## src/rtl/rst_release_pkg.sv

```systemverilog
package rst_release_pkg;
  // Strobes from the synchronizer control to the per-block stages
  typedef struct packed {
    logic treeRst;    // registered output-stage reset
    logic presetNow;  // asynchronous preset for the block stages
  } relStrobe_t;
endpackage

```

## src/rtl/rst_sync_ctrl.sv

```systemverilog
module rst_sync_ctrl
  import rst_release_pkg::*;
#(
  parameter int SYNC_STAGES = 7,
  parameter bit OUT_ASYNC   = 1'b1,
  parameter int NUM_REQ     = 2
) (
  input  logic               clk,
  input  logic [NUM_REQ-1:0] rstReqAsync,
  output relStrobe_t         strb
);
  localparam int CW = $clog2(SYNC_STAGES + 2) + 1;

  logic                   anyReq;
  logic [SYNC_STAGES-1:0] chainQ;
  logic                   chainLast;
  logic                   outQ;

  assign anyReq    = |rstReqAsync;
  assign chainLast = chainQ[SYNC_STAGES-1];

  // Synchronizer chain: preset on request, shift in 0 on each clock edge
  always_ff @(posedge clk or posedge anyReq) begin
    if (anyReq) chainQ <= '1;
    else        chainQ <= {chainQ[SYNC_STAGES-2:0], 1'b0};
  end

  // Output pipeline stage, one of two variants
  generate
    if (OUT_ASYNC) begin : g_outAsync
      always_ff @(posedge clk or posedge anyReq) begin
        if (anyReq) outQ <= 1'b1;
        else        outQ <= chainLast;
      end
    end else begin : g_outPipe
      always_ff @(posedge clk) outQ <= chainLast;
    end
  endgenerate

  assign strb.treeRst   = outQ;
  assign strb.presetNow = OUT_ASYNC ? anyReq : 1'b0;

  // Checker: counts the quiet edges since the last request
  logic [CW-1:0] quietCnt;
  always_ff @(posedge clk or posedge anyReq) begin
    if (anyReq) quietCnt <= '0;
    else if (quietCnt < CW'(SYNC_STAGES + 1)) quietCnt <= quietCnt + 1'b1;
  end

  p_release_count_r2: assert property (@(posedge clk) disable iff (anyReq)
    chainLast == (quietCnt < CW'(SYNC_STAGES)))
    else $error("R2: chain released at wrong count");
endmodule

```

## src/rtl/rst_block_stages.sv

```systemverilog
module rst_block_stages
  import rst_release_pkg::*;
#(
  parameter int NUM_BLOCKS = 4
) (
  input  logic                  clk,
  input  relStrobe_t            strb,
  input  logic [NUM_BLOCKS-1:0] localRst,
  output logic [NUM_BLOCKS-1:0] blockRst
);
  logic presetNow;
  logic treeRst;
  assign presetNow = strb.presetNow;
  assign treeRst   = strb.treeRst;

  generate
    for (genvar gi = 0; gi < NUM_BLOCKS; gi++) begin : g_blk
      always_ff @(posedge clk or posedge presetNow) begin
        if (presetNow) blockRst[gi] <= 1'b1;
        else           blockRst[gi] <= treeRst | localRst[gi];
      end

      p_local_isolated_r5: assert property (@(posedge clk) disable iff (presetNow)
        (!$past(treeRst) && !$past(localRst[gi])) |-> !blockRst[gi])
        else $error("R5: block %0d held in reset without cause", gi);
    end
  endgenerate

  p_tree_covers_all_r3: assert property (@(posedge clk) disable iff (presetNow)
    $past(treeRst) |-> (&blockRst))
    else $error("R3: a block left reset early");

  p_async_assert_r1: assert property (@(posedge clk)
    presetNow |-> (&blockRst))
    else $error("R1: preset did not reach every block");
endmodule

```

## src/rtl/rst_release_tree.sv

```systemverilog
module rst_release_tree
  import rst_release_pkg::*;
#(
  parameter int SYNC_STAGES = 7,
  parameter bit OUT_ASYNC   = 1'b1,
  parameter int NUM_REQ     = 2,
  parameter int NUM_BLOCKS  = 4
) (
  input  logic                  clk,
  input  logic [NUM_REQ-1:0]    rstReqAsync,
  input  logic [NUM_BLOCKS-1:0] localRst,
  output logic [NUM_BLOCKS-1:0] blockRst
);
  relStrobe_t strb;

  rst_sync_ctrl #(
    .SYNC_STAGES(SYNC_STAGES),
    .OUT_ASYNC  (OUT_ASYNC),
    .NUM_REQ    (NUM_REQ)
  ) u_ctrl (
    .clk        (clk),
    .rstReqAsync(rstReqAsync),
    .strb       (strb)
  );

  rst_block_stages #(
    .NUM_BLOCKS(NUM_BLOCKS)
  ) u_blocks (
    .clk     (clk),
    .strb    (strb),
    .localRst(localRst),
    .blockRst(blockRst)
  );
endmodule

```

## config.mk

```make
export PLATFORM = sky130hd
export DESIGN_NAME = rst_release_tree
export DESIGN_NICKNAME = d
export VERILOG_FILES = /design/src/rtl/rst_release_pkg.sv /design/src/rtl/rst_sync_ctrl.sv /design/src/rtl/rst_block_stages.sv /design/src/rtl/rst_release_tree.sv
export SDC_FILE = /design/constraint.sdc
export NUM_CORES = 1
export LEC_CHECK = 0
export BUFFER_PORTS_ARGS = -buffer_cell sky130_fd_sc_hd__buf_2
export CAP_MARGIN = 20
export CORE_AREA = 4 4 41 43
export CTS_BUF_LIST = sky130_fd_sc_hd__clkbuf_16
export CTS_CLUSTER_SIZE = 20
export DETAILED_ROUTE_END_ITERATION = 16
export DIE_AREA = 0 0 45 47
export GPL_ROUTABILITY_DRIVEN = 0
export PLACE_DENSITY = 0.47
export SKIP_CTS_REPAIR_TIMING = 1
export SYNTH_ARGS = -nofsm -noshare
export SYNTH_HDL_FRONTEND = slang
export SYNTH_SLANG_ARGS = --single-unit
```

## constraint.sdc

```tcl
create_clock -name clk -period 0.8 [get_ports clk]
set_clock_uncertainty 0.1 [all_clocks]
set_input_delay 0.12 -clock clk [delete_from_list [all_inputs] [get_ports clk]]
set_output_delay 0.12 -clock clk [all_outputs]
set_load 0.01 [all_outputs]
```

==> results of run 1 <==
## Yosys cell counts, drive strengths merged
cell type  number
conb            1
dfstp          12
or2             4
nor2            1
## final cells by class
type	count	area, µm²	area share
Multi-Input combinational cell	6	32.5	0.0616
Clock buffer	3	75.1	0.142
Clock inverter	1	3.75	0.00711
Timing Repair Buffer	11	82.6	0.156
Sequential cell	12	315	0.597
Tap cell	15	18.8	0.0355
## flip-flops by register name, summed over array words and instances, names as in the netlist
signal	count
u_ctrl.outQ	1
u_ctrl.chainQ	7
u_blocks.blockRst	4
## cells by family after synthesis
logic type | count (synthesis) | synth area share
other | 1 | 0.0108
DFF | 12 | 0.906
and+or+nand+nor | 5 | 0.0827
## routing by layer
layer / up-vias / global-route usage
met5: - / 0
met4: 0 / 0.0351
met3: 0 / 0.0383
met2: 6 / 0.107
met1: 82 / 0.0574
li1: 82 / -
## path summary, 6_finish.rpt
| path | endpoint | slack [ns] | depth (start not counted) |
|---|---|---|---|
| worst max-delay path | blockRst[3] | -0.27 | 1 |
| worst min-delay path | u_blocks.blockRst[1]$_DFF_PP1_ | -0.02 | 2 |
| worst max register to register | u_blocks.blockRst[3]$_DFF_PP1_ | 0 | 1 |
| worst min register to register | u_ctrl.chainQ[6]$_DFF_PP1_ | 0.25 | 0 |
| max in group asynchronous | u_ctrl.chainQ[2]$_DFF_PP1_ | 0.55 | 3 |
| min in group asynchronous | u_blocks.blockRst[2]$_DFF_PP1_ | 0.01 | 3 |
## power by group through the flow
| stage | combinational, µW | sequential [µW] | clock, µW |
|---|---|---|---|
| after CTS | 54.2 | 676 | 890 |
| after global placement | 51.4 | 679 | 0 |
| final | 63.6 | 677 | 871 |
| after floorplan | 16.2 | 684 | 0 |
| after detailed placement | 53.9 | 681 | 0 |
| after global routing | 71.0 | 681 | 945 |
## through the flow
step | setup slack, ns | instance area [µm²]
finish | -0.270 | 528
global route | -0.294 | 528
CTS | -0.294 | 503
detailed placement | -0.0440 | 424
global placement | -0.0285 | 424
floorplan | 0.0457 | 348
==> flow_summary_export.csv, run 1 <==
group,metric,value,unit
outcome,status,"finished, violations left",
outcome,failed_checks,"negative hold slack, negative setup slack",
synth,synth_top_area_share,0.906,
critical_path,worstPathArrival,0.85,ns
synth,synth_top_area_cell,"dfstp_2",
drt,drtPass1Iterations,1,
die,coreArea,1300,µm²
drt,via_per_inst,3.54,
run,maxCapViolCount,0,
pwr,ir_worst_vdd,0.00169,V
pwr,clkPwrFrac,0.540,
global_route,antenna_found_initial,0,
final_layout,layout_commonest_cell,"dfstp_2",
clock_tree,root_buffer,"clkbuf_16",
final_layout,fillCellCount,131,
clock_tree,ctsHtreeMaxLevel,1,
sta,final_hold_viol_count,4,
clock_tree,path_clk_slew,0.04,ns
die,start_util,0.267,
die,fp.dieW,45,µm
sta,fmax,935,MHz
final_layout,diodes,0,
pwr,p_int,1360,µW
global_route,grt_overflow,0,
synth,ys_warn_count,0,
clock_tree,tritoncts,"built",
sta,hold_ws,-0.0161,ns
sta,setup_tns,-1.06,ns
drt,detail-route-antenna-nets,0,
pwr,p_leak,0.000229,µW
drt,drt_wl_total,501,µm
synth,ys_top_cells_by_area,"dfstp_2 91%, or2_1 7.2%, conb_1 1.1%",
place,port_buffers,10,
drt,drt-met1-wl,180,µm
drt,drc,0,
pwr,p_seq_frac,0.420,
pwr,switching_share,0.159,
sta,rsz0062_at_grt,"yes",
place,place_hpwl,382,µm
global_route,grt_pass1_vias,201,
drt,wire_per_inst,10.4,µm
critical_path,crit_required,0.58,ns
final_layout,utilization,0.406,
final_layout,stdcell_count,48,
pwr,p_switching,256,µW
pwr,power_density,3050,nW/µm²
drt,wl_met3,43,µm
sta,timing.final.crit_share,1.34,
synth,synth_seq_cells,12,
final_layout,area_delta_synth_final,51.8,%
critical_path,crit_buf_inv,1,
sta,slew_viol_final,0,
critical_path,critical_path.startpoint_type,"register",
die,die_area,2120,µm²
critical_path,crit_fanout,1,
critical_path,crit_path_top_delay_cell,"dfstp_2",
clock_tree,clock_latency,0.23,ns
clock_tree,numCtsBuffers,3,
sta,setup_violations,4,
worst_hold_path,min_from,"localRst[1]",
die,ios,11,
global_route,grt_pass1_wl,883,µm
die,rows,13,
critical_path,end_kind,"output port",
pwr,total_power,1610,µW
synth,ys_types,4,
sta,layout_setup_ws,-0.270,ns
drt,num_vias,170,
synth,syn_inst,18,
global_route,grt_use_total,0.0627,
synth,netlist_area,348,µm²
place,dp.cells,44,
critical_path,path_class,"register to output port",
critical_path,r2r-start,"u_ctrl.outQ$_DFF_PP1_",
clock_tree,cts.sinks,12,
drt,drt_iter0_drc,0,
pwr,p_comb_frac,0.039,
drt,met2_length,277,µm
final_layout,fin_nets,41,
worst_hold_path,worstHoldPathType,"primary input to register",
final_layout,final_cell_mix,"12 x dfstp_2, 6 x buf_2, 4 x or2_1, 4 x buf_6, 3 x clkbuf_16",
synth,synth_nets,25,
die,chipHeight,47,µm
critical_path,slowest_delay,0.52,ns
critical_path,worstSetupStartpoint,"u_blocks.blockRst[3]$_DFF_PP1_",
global_route,grt_max_degree,13,
synth,yosysSeqAreaShare,0.906,
final_layout,drive_gt1_frac,0.788,
critical_path,path_delay_family,"flip-flops",
clock_tree,cts_buffer_depth,2,
synth,syn_area_per_cell,19.3,µm²
sta,fin_crit,1.07,ns
drt,top_layer,"met3",
critical_path,path_cells,"buf_6",
(Power assumes the default switching activity.)
==> run 2: changes to the inputs <==
--- a/config.mk
+++ b/config.mk
@@ -13,7 +13,7 @@
 export DETAILED_ROUTE_END_ITERATION = 16
 export DIE_AREA = 0 0 45 47
 export GPL_ROUTABILITY_DRIVEN = 0
-export PLACE_DENSITY = 0.47
+export PLACE_DENSITY = 0.46
 export SKIP_CTS_REPAIR_TIMING = 1
 export SYNTH_ARGS = -nofsm -noshare
 export SYNTH_HDL_FRONTEND = slang
==> flow_summary_export.csv, run 2 (same netlist as run 1, synthesis figures left out) <==
group,metric,value,unit
final_layout,utilization,0.403,
sta,final_hold_viol_count,4,
drt,detail-route-antenna-nets,0,
final_layout,reg.largest.list,"u_ctrl.chainQ (7), u_blocks.blockRst (4), u_ctrl.outQ (1)",
critical_path,end_kind,"output port",
clock_tree,tritoncts,"built",
clock_tree,ctsHtreeMaxLevel,1,
drt,drt_wl_total,490,µm
pwr,p_switching,252,µW
clock_tree,path_clk_slew,0.04,ns
final_layout,area_delta_synth_final,50.7,%
global_route,grt_pass1_vias,202,
global_route,grt_overflow,0,
sta,setup_violations,5,
final_layout,stdcell_count,47,
sta,timing.final.crit_share,1.33,
pwr,power_density,3050,nW/µm²
final_layout,layout_commonest_cell,"dfstp_2",
critical_path,crit_path_top_delay_cell,"dfstp_2",
die,ios,11,
clock_tree,clock_latency,0.23,ns
final_layout,drive_gt1_frac,0.813,
clock_tree,cts.sinks,12,
critical_path,crit_required,0.58,ns
clock_tree,root_buffer,"clkbuf_16",
drt,wire_per_inst,10.4,µm
place,dp.cells,44,
critical_path,path_delay_family,"flip-flops",
sta,hold_ws,-0.0263,ns
critical_path,crit_fanout,1,
global_route,grt_pass1_wl,903,µm
critical_path,worstPathArrival,0.85,ns
critical_path,path_class,"register to output port",
pwr,total_power,1600,µW
pwr,clkPwrFrac,0.538,
sta,fin_crit,1.07,ns
place,pre_cts_ws,-0.0417,ns
pwr,p_leak,0.000227,µW
pwr,p_comb_frac,0.040,
worst_hold_path,worstHoldPathType,"primary input to register",
outcome,failed_checks,"negative hold slack, negative setup slack",
die,die_area,2120,µm²
drt,via_per_inst,3.81,
clock_tree,cts_buffer_depth,2,
global_route,antenna_found_initial,0,
final_layout,fillCellCount,133,
final_layout,fin_nets,41,
critical_path,critical_path.startpoint_type,"register",
critical_path,path_cells,"buf_6",
drt,num_vias,179,
drt,drtPass1Iterations,1,
pwr,ir_worst_vdd,0.00142,V
sta,layout_setup_ws,-0.267,ns
drt,drt_iter0_drc,0,
sta,fmax,937,MHz
final_layout,diodes,0,
final_layout,largest_reg_flops,7,
global_route,grt_max_degree,13,
pwr,p_int,1350,µW
sta,rsz0062_at_grt,"yes",
place,port_buffers,10,
sta,slew_viol_final,0,
run,maxCapViolCount,0,
final_layout,final_cell_mix,"12 x dfstp_2, 6 x buf_2, 4 x or2_1, 4 x buf_6, 3 x clkbuf_16",
drt,drc,0,
die,rows,13,
final_layout,top_register,"u_ctrl.chainQ",
global_route,grt_use_total,0.0699,
clock_tree,numCtsBuffers,3,
critical_path,slowest_delay,0.52,ns
outcome,status,"finished, violations left",
die,coreArea,1300,µm²
sta,setup_tns,-1.06,ns
pwr,p_seq_frac,0.423,
critical_path,crit_buf_inv,1,
pwr,switching_share,0.158,
die,start_util,0.267,
die,fp.dieW,45,µm
die,chipHeight,47,µm
run 2: changes by cell type in the layout (fill, tap and decap cells not counted), sizes merged:
cell and change:
clkinv -1
run 2: power groups by stage:
stage               Clock [µW]  Combinational (µW)  Sequential [µW]
finish                     861                63.5              677
global route               936                71.3              680
CTS                        889                54.1              675
detailed placement           0                53.9              680
global placement             0                51.3              679
floorplan                    0                16.2              684
run 2: final timing paths:
kind	start	to	slack, ns	depth (start not counted)
min	localRst[3]	u_blocks.blockRst[3]$_DFF_PP1_	-0.03	2
max in group asynchronous	rstReqAsync[1]	u_blocks.blockRst[3]$_DFF_PP1_	0.55	3
min reg2reg	u_ctrl.chainQ[6]$_DFF_PP1_	u_ctrl.outQ$_DFF_PP1_	0.25	0
min in group asynchronous	rstReqAsync[0]	u_ctrl.chainQ[0]$_DFF_PP1_	0.01	3
max	u_blocks.blockRst[2]$_DFF_PP1_	blockRst[2]	-0.27	1
max reg2reg	u_ctrl.outQ$_DFF_PP1_	u_blocks.blockRst[2]$_DFF_PP1_	-0.02	1
run 2: through the flow:
stage | area (µm²) | hold slack [ns]
after floorplan | 348 | 0.125
after global placement | 424 | 0.206
after detailed placement | 424 | 0.208
after CTS | 499 | -0.0336
after global routing | 524 | -0.0339
final | 524 | -0.0263
run 2: layout make-up:
type | count | area [µm²] | area share
clock buffer | 3 | 75.1 | 0.143
timing repair buffer | 11 | 82.6 | 0.158
tap | 15 | 18.8 | 0.0358
multi-input combinational | 6 | 32.5 | 0.0621
sequential | 12 | 315 | 0.601
run 2: metal layers:
metal | up-vias | wire length (µm) | global-route usage
li1 | 81 | - | -
met3 | 2 | 47 | 0.0345
met4 | 0 | 14 | 0.0702
met2 | 9 | 265 | 0.107
met1 | 87 | 163 | 0.0670
met5 | - | 0 | 0
